`src/rtl/ipi_mbox_pkg.sv`:
```
// Package: ipi_mbox_pkg
// Holds the types shared by the mailbox bank modules.
// Assumes nothing beyond a standard SystemVerilog compile order (package first).
package ipi_mbox_pkg;

    // Which address window a bus address falls into.
    typedef enum logic [1:0] {
        WIN_NONE = 2'd0,
        WIN_SET  = 2'd1,
        WIN_CLR  = 2'd2
    } win_e;

    // True when a byte address is aligned to a 32-bit word.
    function automatic logic is_word_aligned(input logic [1:0] low_bits);
        return low_bits == 2'b00;
    endfunction

endpackage

```
`src/rtl/ipi_mbox_decode.sv`:
```
// Module: ipi_mbox_decode
// Maps a bus address onto a mailbox index and a window (set or clear).
// It produces one-hot set and clear strobes, plus a read strobe and a read index.
// Assumes that NUM_BOXES is a power of two, that both windows are NUM_BOXES words
// long, and that the windows do not overlap. Unaligned addresses map to nothing.
module ipi_mbox_decode
    import ipi_mbox_pkg::*;
#(
    parameter int ADDR_W    = 8,
    parameter int NUM_BOXES = 16,
    parameter int SET_BASE  = 32'h80,
    parameter int CLR_BASE  = 32'hC0,
    localparam int IDX_W    = $clog2(NUM_BOXES)
) (
    input  logic                 clk,
    input  logic                 rst_n,
    input  logic [ADDR_W-1:0]    addr,
    input  logic                 wr_en,
    input  logic                 rd_en,
    output logic [NUM_BOXES-1:0] set_hit,
    output logic [NUM_BOXES-1:0] clr_hit,
    output logic                 rd_hit,
    output logic [IDX_W-1:0]     rd_idx
);

    localparam int WIN_BYTES = NUM_BOXES * 4;

    logic [31:0]      addr32;
    win_e             win;
    logic [IDX_W-1:0] idx;

    assign addr32 = 32'(addr);

    // Classify the address into a window and compute the word index inside it.
    always_comb begin
        win = WIN_NONE;
        idx = '0;
        if (is_word_aligned(addr[1:0])) begin
            if (addr32 >= 32'(SET_BASE) && addr32 < 32'(SET_BASE + WIN_BYTES)) begin
                win = WIN_SET;
                idx = IDX_W'((addr32 - 32'(SET_BASE)) >> 2);
            end else if (addr32 >= 32'(CLR_BASE) && addr32 < 32'(CLR_BASE + WIN_BYTES)) begin
                win = WIN_CLR;
                idx = IDX_W'((addr32 - 32'(CLR_BASE)) >> 2);
            end
        end
    end

    // One strobe pair per mailbox: set and clear gated by the write enable.
    for (genvar i = 0; i < NUM_BOXES; i++) begin : g_hit
        assign set_hit[i] = wr_en && (win == WIN_SET) && (idx == IDX_W'(i));
        assign clr_hit[i] = wr_en && (win == WIN_CLR) && (idx == IDX_W'(i));
    end

    // A read is accepted only when its address hits one of the windows.
    assign rd_hit = rd_en && (win != WIN_NONE);
    assign rd_idx = idx;

    // at most one mailbox strobe per cycle across both windows.
    a_r2_single_target: assert property (@(posedge clk) disable iff (!rst_n)
        $onehot0({set_hit, clr_hit}));

    // without a write enable, no mailbox strobe may fire.
    a_r8_no_write_no_strobe: assert property (@(posedge clk) disable iff (!rst_n)
        !wr_en |-> (set_hit == '0 && clr_hit == '0));

    // an unaligned address never produces a strobe.
    a_r8_unaligned_ignored: assert property (@(posedge clk) disable iff (!rst_n)
        (addr[1:0] != 2'b00) |-> (set_hit == '0 && clr_hit == '0 && !rd_hit));

endmodule

```
`src/rtl/ipi_mbox_cell.sv`:
```
// Module: ipi_mbox_cell
// A single mailbox register with OR-in (set) and mask-out (clear) updates.
// When both strobes are active in one cycle, the clear is applied first and the
// set second. The level interrupt is high while any bit is set.
// Assumes the strobes come from a decoder and last one cycle each.
module ipi_mbox_cell #(
    parameter int DATA_W = 32
) (
    input  logic              clk,
    input  logic              rst_n,
    input  logic              set_en,
    input  logic              clr_en,
    input  logic [DATA_W-1:0] wdata,
    output logic [DATA_W-1:0] q,
    output logic              irq
);

    logic [DATA_W-1:0] set_mask;
    logic [DATA_W-1:0] clr_mask;

    // Build the masks that the update applies this cycle.
    always_comb begin
        set_mask = set_en ? wdata : '0;
        clr_mask = clr_en ? wdata : '0;
    end

    // Mailbox storage: reset to zero, then clear first and set second.
    always_ff @(posedge clk) begin
        if (!rst_n) q <= '0;
        else        q <= (q & ~clr_mask) | set_mask;
    end

    // The level interrupt follows the contents being nonzero.
    assign irq = |q;

    // a set keeps every old bit and adds the written ones.
    a_r2_set_merges: assert property (@(posedge clk) disable iff (!rst_n)
        (set_en && !clr_en) |=> (q == ($past(q) | $past(wdata))));

    // after a clear, none of the written-one bits remain set.
    a_r3_clear_removes: assert property (@(posedge clk) disable iff (!rst_n)
        (clr_en && !set_en) |=> ((q & $past(wdata)) == '0));

    // a clear never raises a bit that was low.
    a_r3_clear_no_raise: assert property (@(posedge clk) disable iff (!rst_n)
        (clr_en && !set_en) |=> ((q & ~$past(q)) == '0));

    // with no strobe, the mailbox holds its value.
    a_r9_hold_when_idle: assert property (@(posedge clk) disable iff (!rst_n)
        (!set_en && !clr_en) |=> $stable(q));

endmodule

```
`src/rtl/ipi_mbox_rdport.sv`:
```
// Module: ipi_mbox_rdport
// Registered read port: on an accepted read it captures the selected mailbox,
// and otherwise it drives zero. Because it samples the contents present in the
// same cycle as the read, a concurrent write is not yet visible.
// Assumes NUM_BOXES is a power of two, so every index is in range.
module ipi_mbox_rdport #(
    parameter int DATA_W    = 32,
    parameter int NUM_BOXES = 16,
    localparam int IDX_W    = $clog2(NUM_BOXES)
) (
    input  logic              clk,
    input  logic              rst_n,
    input  logic              rd_hit,
    input  logic [IDX_W-1:0]  rd_idx,
    input  logic [DATA_W-1:0] boxes [NUM_BOXES],
    output logic [DATA_W-1:0] rdata
);

    // Capture the selected mailbox on a hit, or return zero.
    always_ff @(posedge clk) begin
        if (!rst_n)      rdata <= '0;
        else if (rd_hit) rdata <= boxes[rd_idx];
        else             rdata <= '0;
    end

    // an edge without an accepted read leaves the bus at zero.
    a_r6_idle_reads_zero: assert property (@(posedge clk) disable iff (!rst_n)
        !rd_hit |=> (rdata == '0));

endmodule

```
`src/rtl/ipi_mailbox_bank.sv`:
```
// Module: ipi_mailbox_bank (top)
// A bank of NUM_CORES x BOXES_PER_CORE mailboxes on a single-cycle register bus.
// Set window: SET_BASE + 4*(core*BOXES_PER_CORE + box). The clear window has the
// same layout at CLR_BASE. mbox_irq bit (core*BOXES_PER_CORE + box) is high while
// that mailbox is nonzero.
// Assumes at most one access per cycle per enable and a synchronous active-low reset.
module ipi_mailbox_bank #(
    parameter int NUM_CORES      = 4,
    parameter int BOXES_PER_CORE = 4,
    parameter int DATA_W         = 32,
    parameter int ADDR_W         = 8,
    parameter int SET_BASE       = 32'h80,
    parameter int CLR_BASE       = 32'hC0,
    localparam int NUM_BOXES     = NUM_CORES * BOXES_PER_CORE,
    localparam int IDX_W         = $clog2(NUM_BOXES)
) (
    input  logic                 clk,
    input  logic                 rst_n,
    input  logic [ADDR_W-1:0]    bus_addr,
    input  logic                 bus_wr_en,
    input  logic [DATA_W-1:0]    bus_wdata,
    input  logic                 bus_rd_en,
    output logic [DATA_W-1:0]    bus_rdata,
    output logic [NUM_BOXES-1:0] mbox_irq
);

    logic [NUM_BOXES-1:0] set_hit;
    logic [NUM_BOXES-1:0] clr_hit;
    logic                 rd_hit;
    logic [IDX_W-1:0]     rd_idx;
    logic [DATA_W-1:0]    boxes [NUM_BOXES];

    // Address decoder: turns the bus access into per-mailbox strobes.
    ipi_mbox_decode #(
        .ADDR_W    (ADDR_W),
        .NUM_BOXES (NUM_BOXES),
        .SET_BASE  (SET_BASE),
        .CLR_BASE  (CLR_BASE)
    ) u_decode (
        .clk     (clk),
        .rst_n   (rst_n),
        .addr    (bus_addr),
        .wr_en   (bus_wr_en),
        .rd_en   (bus_rd_en),
        .set_hit (set_hit),
        .clr_hit (clr_hit),
        .rd_hit  (rd_hit),
        .rd_idx  (rd_idx)
    );

    // Mailbox array: one cell per core and mailbox slot.
    for (genvar i = 0; i < NUM_BOXES; i++) begin : g_box
        ipi_mbox_cell #(
            .DATA_W (DATA_W)
        ) u_cell (
            .clk    (clk),
            .rst_n  (rst_n),
            .set_en (set_hit[i]),
            .clr_en (clr_hit[i]),
            .wdata  (bus_wdata),
            .q      (boxes[i]),
            .irq    (mbox_irq[i])
        );

        // a nonzero set raises this mailbox's interrupt at the next edge.
        a_r4_irq_after_set: assert property (@(posedge clk) disable iff (!rst_n)
            (set_hit[i] && bus_wdata != '0) |=> mbox_irq[i]);

        // clearing with all ones drops the interrupt at the next edge.
        a_r4_irq_after_full_clear: assert property (@(posedge clk) disable iff (!rst_n)
            (clr_hit[i] && !set_hit[i] && bus_wdata == '1) |=> !mbox_irq[i]);
    end

    // Read port: registered data from the selected mailbox.
    ipi_mbox_rdport #(
        .DATA_W    (DATA_W),
        .NUM_BOXES (NUM_BOXES)
    ) u_rdport (
        .clk    (clk),
        .rst_n  (rst_n),
        .rd_hit (rd_hit),
        .rd_idx (rd_idx),
        .boxes  (boxes),
        .rdata  (bus_rdata)
    );

    // a single write changes at most one interrupt line per cycle.
    a_r9_one_irq_moves: assert property (@(posedge clk) disable iff (!rst_n)
        $countones(mbox_irq ^ $past(mbox_irq)) <= 1);

endmodule

```
`config.mk`:
```
export PLATFORM = sky130hd
export DESIGN_NAME = ipi_mailbox_bank
export DESIGN_NICKNAME = d
export VERILOG_FILES = /design/src/rtl/ipi_mbox_pkg.sv /design/src/rtl/ipi_mbox_decode.sv /design/src/rtl/ipi_mbox_cell.sv /design/src/rtl/ipi_mbox_rdport.sv /design/src/rtl/ipi_mailbox_bank.sv
export SDC_FILE = /design/constraint.sdc
export NUM_CORES = 1
export LEC_CHECK = 0
export ABC_AREA = 0
export BUFFER_PORTS_ARGS = -buffer_cell sky130_fd_sc_hd__clkbuf_2
export CAP_MARGIN = 20
export CORE_MARGIN = 1.5
export CORE_UTILIZATION = 40
export DETAILED_ROUTE_END_ITERATION = 10
export GPL_TIMING_DRIVEN = 0
export PLACE_DENSITY = 0.53
export SYNTH_ARGS = -nofsm -noshare
export SYNTH_HDL_FRONTEND = slang
export SYNTH_SLANG_ARGS = --single-unit
export TNS_END_PERCENT = 50
```
`constraint.sdc`:
```
create_clock -name clk -period 4.8 [get_ports clk]
set_input_delay 0.48 -clock clk [delete_from_list [all_inputs] [get_ports clk]]
set_output_delay 0.48 -clock clk [all_outputs]
set_load 0.03 [all_outputs]
```
* Word level (Yosys, flattened, before mapping)
Cells that the tools add are included.
W data, S select, Z words.
** Storage, ports and cells
- Bits of input ports :: 44
- Logic and storage cells :: 188
- Output and inout bits :: 48
- Register bits after elaboration :: 544
** Cells by class
- Order comparisons :: 5
- Multiplexer cells :: 41
- $add $sub $neg :: 2
- Bitwise gates (word level) :: 49
- Equality and inequality tests :: 17
- Reductions and logical operators :: 57
** Operators with widths (count)
- $mux W32 :: 34
- $and A32 B32 Y32 :: 16
- $not A32 Y32 :: 16
- $or A32 B32 Y32 :: 16
- $reduce_or A32 Y1 :: 16
- $bmux W32 S4 :: 1
- $logic_and A1 B1 Y1 :: 37
- $eq A4 B4 Y1 const B :: 8
- $eq A4 B3 Y1 const B :: 4
- $ge A8 B8 Y1 const B :: 2
- $mux W4 :: 3
- $sub A6 B1 Y6 const B :: 2
- $lt A8 B9 Y1 const B :: 1
- $eq A4 B2 Y1 const B :: 2
- $lt A8 B8 Y1 const B :: 1
- $mux W2 :: 3
- $ge A5 B5 Y1 const B :: 1
- $not A4 Y5 :: 1
- $eq A4 B1 Y1 const B :: 1
- $logic_not A4 Y1 :: 1
- $eq A2 B1 Y1 const B :: 1
- $eq A2 B2 Y1 const B :: 1
- $logic_not A2 Y1 :: 1
- $reduce_and A2 Y1 :: 1
- $reduce_bool A2 Y1 :: 1

* Longest topological paths before layout
- Depth after elaboration :: 12
- Depth in mapped cells :: 8
- Depth with buffers taken out :: 5

* Cells and area by module
Synthesis repeated with hierarchy kept, for this count alone.
** Unflattened totals
- Cells, all modules :: 3009
- Area, all modules :: 26624.3 sq um
** Modules (own cells, without submodules)
- ipi_mbox_cell :: cells each 148, times used 16, sequential area each 640.6 sq um, area an instance 1317.5 sq um
- ipi_mbox_rdport :: cells each 580, times used 1, sequential area each 640.6 sq um, area an instance 5161.2 sq um
- ipi_mbox_decode :: cells each 61, times used 1, sequential area each 0.0 sq um, area an instance 382.9 sq um

* Worst setup path before layout
OpenSTA, ideal clock, no wires.
- Kind :: input-to-reg
- From :: in bus_addr[0]
- To :: reg g_box[9].u_cell.q[23]
- Library setup time :: 0.122 ns
- Path buffers :: 2
- Arrival time :: 2.099 ns
- Data required time :: 4.678 ns
- Slack :: 2.579 ns
- Cell stages on the path :: 7
- Cells stage by stage :: or3b_1 > clkbuf_1 > or3_4 > or3_4 > clkbuf_1 > o21ai_0 > a21boi_1
** Between the ends
- Longest elaborated chain between the ends :: 12
- Elaborated cells on any way between the ends :: 27
- Those cells by class :: add/sub (2); order compare (4); eq/ne (3); mux (8); bitwise (3); reduce/logical (7)
** Ends and longest elaborated chain
- from (decl) :: line ipi_mailbox_bank.sv:19 : input logic [ADDR_W-1:0] bus_addr,
- $lt A8 B9 Y1 or $ge A8 B8 Y1 (tied branches) :: line ipi_mbox_decode.sv:42 : end else if (addr32 >= 32'(CLR_BASE) && addr32 < 32'(CLR_BASE + WIN_BYTES)) begin
- $logic_and A1 B1 Y1 :: line ipi_mbox_decode.sv:42
- $mux W2 :: line ipi_mbox_decode.sv:42
- $mux W2 :: line ipi_mbox_decode.sv:39 : if (addr32 >= 32'(SET_BASE) && addr32 < 32'(SET_BASE + WIN_BYTES)) begin
- $mux W2 :: line ipi_mbox_decode.sv:38 : if (is_word_aligned(addr[1:0])) begin
- $eq A2 B2 Y1 :: line ipi_mbox_decode.sv:52 : assign clr_hit[i] = wr_en && (win == WIN_CLR) && (idx == IDX_W'(i));
- $logic_and A1 B1 Y1 (2 in a row) :: line ipi_mbox_decode.sv:52
- $mux W32 :: line ipi_mbox_cell.sv:24 : clr_mask = clr_en ? wdata : '0;
- $not A32 Y32 :: line ipi_mbox_cell.sv:30 : else q <= (q & ~clr_mask) | set_mask;
- $and A32 B32 Y32 :: line ipi_mbox_cell.sv:30
- $or A32 B32 Y32 (*) :: line ipi_mbox_cell.sv:30
- to (signal assigned) :: line ipi_mbox_cell.sv:30
- to (decl) :: line ipi_mbox_cell.sv:14 : output logic [DATA_W-1:0] q,
Every way passes the cells marked *; elsewhere a longest branch is shown, timed or not.
A chain may end at the register's enable or synchronous reset.

* Worst setup path after layout
- From :: in bus_addr[3]
- To :: reg u_rdport.rdata[23]
** Between the ends
- Longest elaborated chain between the ends :: 9
- Elaborated cells on any way between the ends :: 21
- Those cells by class :: add/sub (2); order compare (4); mux (9); bitwise (1); reduce/logical (5)
** Ends and longest elaborated chain
- $lt A8 B9 Y1 or $ge A8 B8 Y1 (tied branches) :: line ipi_mbox_decode.sv:42
- $logic_and A1 B1 Y1 :: line ipi_mbox_decode.sv:42
- $mux W4 :: line ipi_mbox_decode.sv:42
- $mux W4 :: line ipi_mbox_decode.sv:39
- $mux W4 :: line ipi_mbox_decode.sv:38
- $not A4 Y5 (not written as such) :: line ipi_mbox_rdport.sv:22 : else if (rd_hit) rdata <= boxes[rd_idx];
- $bmux W32 S4 :: line ipi_mbox_rdport.sv:22
- $mux W32 (not written as such) (2 in a row) :: line ipi_mbox_rdport.sv:22
- to (signal assigned) :: line ipi_mbox_rdport.sv:22
- to (decl) :: line ipi_mbox_rdport.sv:16 : output logic [DATA_W-1:0] rdata
Several ways; a longest one is shown, not always the timed one. The select of a mux whose other input is x is not followed.

==> summary.txt <==
Placement
  • PortBufs: 58
  • Routability cong.: 1.004
  • HPWL Detailed: 97930 um
  • Setup Slack @ Placement: 0.3621 ns

Outcome
  • Status: complete, no violations

Floorplanning
  • Starting Density: a little over 40%
  • Num ports: 92
  • Die span in x: 259.9 um
  • Core area: ~66000 sq um
  • Row count: 94
  • Die height: 259.9 um
  • Die area: approximately 68000 sq um

Synth
  • Async S/R FF share, synth: 0%
  • Post-synth top flop: dfxtp_1
  • Seq/Total Area, Yosys: 41.24%
  • Ys Warns: 0
  • Mapped Nets: 3279
  • Syn avg cell area: between 8 and 9 sq um
  • Syn Inst Count: 3235
  • Post-synth EDFFs: 0
  • Distinct cells, synth: 53
  • Cell area after synthesis: 26410 sq um
  • Seq cells post-synth: 544

Hold path
  • WHS Endpoint: g_box[8].u_cell.q[23]
  • Min-delay src: bus_wdata[23]
  • Hold Crit Depth: 3
  • Hold Path Class: in2reg

STA
  • Final Cycle Share: 83.81%
  • Clk_skew: 0.03270 ns
  • PnR worst setup slack: 0.7770 ns
  • Final Hold Viols: 0
  • Min cycle time layout: 4.023 ns
  • Final Setup Violations: 0
  • Max-slew violations: 0
  • RSZ-0062 raised after global routing: no
  • Max_slew headroom: 24.70%
  • Fmax: roughly 250 MHz
  • Fin Setup TNS: 0 ns
  • Tightest Pin Transition: 1.121 ns

Cells and area
  • Most common cell after layout, fill and taps aside: nand2_1
  • P&R area growth vs syn: 13.31%
  • Nets: 3406
  • Layout cells sized above 1: 8.947%
  • Most frequent cells in the layout: nand2_1, dfxtp_1, o21ai_0

Clocking
  • CTS Hold Buffers Added: 0
  • Clk Latency, worst-skew pair: roughly 0.65 ns
  • Maximum clock path buffer count: 3
  • Post-CTS setup buffers: 0
  • Clock transition at path regs: 0.06 ns
  • Htree depth: 2
  • CTS tree: built
  • Root buffer cell: clkbuf_16
  • Sink Count: 544
  • Post-cts resize count: 0
  • CTS buffer count: 61

Power
  • Net Sw Power: 0.002589 W
  • Max VDD drop: 275.6 uV
  • Int Pwr: 0.007542 W
  • LEAKAGE: 10.13 nW
  • Reg power frac: ~45%
  • Power share of the clock group: 48.1%
  • Switching share of total power: 25.56%
  • Comb pwr share: 7.3%
  • Power Density: ~340 nW/um^2

Worst setup path
  • Worst Path Required: 5.18 ns
  • Critical Setup Path Class: in2reg
  • CP max FO: 10
  • CP arrival: 4.41 ns
  • Startpoint Class: input port
  • Worst Setup End Kind: register
  • Worst R2R Start: g_box[15].u_cell.q[21]
  • R2R setup slack: 2.92 ns
  • R2R Path End: u_rdport.rdata[21]
  • FF-to-FF path depth: 5

Detailed routing
  • DR vias/cell: 6.317
  • Vias: 27000
  • Detail Route Antenna Nets: 0
  • Drt wl/cell: 28.74 um
  • Routed WL: 122800 um
  • Initial DRC Count: 3484
  • Number of iterations in the first detailed-routing pass: 8
  • DRC viols: 0

Global routing
  • First-pass GRT wire length: 175200 um
  • Initial antenna violation count: 4
  • Largest net degree at the start of global routing: 16
  • Gr ovfl total: 0
  • Vias in the first global route: 25040
  • Global Route Usage Sum: 35.55%

Flow run
  • Max cap viols: 0
==> critical path, stage by stage <==
cell and delay, ns:
clkbuf_2 0.14, clkbuf_1 0.57, buf_2 0.51, buf_1 0.61
buf_16 0.23, clkbuf_1 0.71, a21oi_1 0.15, o21ai_0 0.54
a41oi_1 0.45
==> power by group through the flow <==
stage / sequential [W] / combinational (W) / clock (W)
floorplan: 0.00462 / 0.000394 / 0
global placement: 0.00462 / 0.000700 / 0
detailed placement: 0.00462 / 0.000714 / 0
CTS: 0.00452 / 0.000715 / 0.00490
global route: 0.00452 / 0.000759 / 0.00508
finish: 0.00452 / 0.000738 / 0.00487
==> worst max-delay path by stage <==
stage                startpoint                    end  slack [ns]  depth (start not counted)
floorplan           bus_addr[0]  g_box[9].u_cell.q[23]        2.58                          7
global route        bus_addr[3]     u_rdport.rdata[23]        1.04                          9
detailed placement  bus_addr[3]     u_rdport.rdata[23]        0.36                          9
global placement    bus_addr[3]     u_rdport.rdata[23]        0.07                          8
finish              bus_addr[3]     u_rdport.rdata[23]        0.78                          9
CTS                 bus_addr[3]     u_rdport.rdata[23]        1.03                          9
==> routing by layer <==
layer  up-vias  global-route usage [%]  share of wire [%]
met5         -                       0             0.0098
met4         2                   16.26                5.0
met3       257                   5.663                8.7
met2      1507                   53.93                 43
met1     13300                   49.36                 43
li1      11940                       -                  -
==> Yosys cell counts, types with 56 or more instances <==
cell type  instances  share of area, %
buf_2             56               1.1
dfxtp_1          544                41
a21boi_0         181               5.1
mux2i_1          108               4.1
a21oi_1          105               2.0
clkbuf_1         246               3.5
nor2_1           147               2.1
a32o_1           128               4.9
o21ai_0          425               8.1
a21boi_1         203               5.8
nand2_1          546               7.8
nor4_1           128               3.0
==> flip-flops by register name, summed over array words and instances (netlist names) <==
signal and cells:
g_box.u_cell.q 512, u_rdport.rdata 32
==> cells by family after synthesis <==
group / Yosys count / share of synthesized area [%]
AOI/OAI and AO/OA: 1196 / 30.10
buffers and inverters: 388 / 6.122
DFF: 544 / 41.24
muxes: 143 / 6.098
and+or+nand+nor: 964 / 16.43
==> cell type report <==
| class | instances | area (sq um) |
|---|---|---|
| clock inverters | 20 | 214.0 |
| well taps | 864 | 1081 |
| multi-input cells | 2303 | 13900 |
| diodes | 1 | 2.502 |
| flip-flops and latches | 544 | 10890 |
| clock buffers | 90 | 1838 |
| fillers | 6504 | 35590 |
| inverters | 34 | 127.6 |
| repair buffers | 64 | 377.9 |
| plain buffers | 354 | 1490 |
==> per-stage QoR <==
stage	hold WS (ns)	utilization, %	total power, W	std cells	cell area (sq um)
after floorplan	0.4581	-	0.005018	3235	26410
after global placement	0.4700	42.40	0.005324	4157	27780
after detailed placement	0.4758	42.52	0.005338	4162	27850
after CTS	0.2213	45.65	0.01014	4272	29910
after global routing	0.2431	45.67	0.01036	4273	29920
final	0.2323	45.67	0.01013	4274	29920
(Power assumes the default switching activity.)
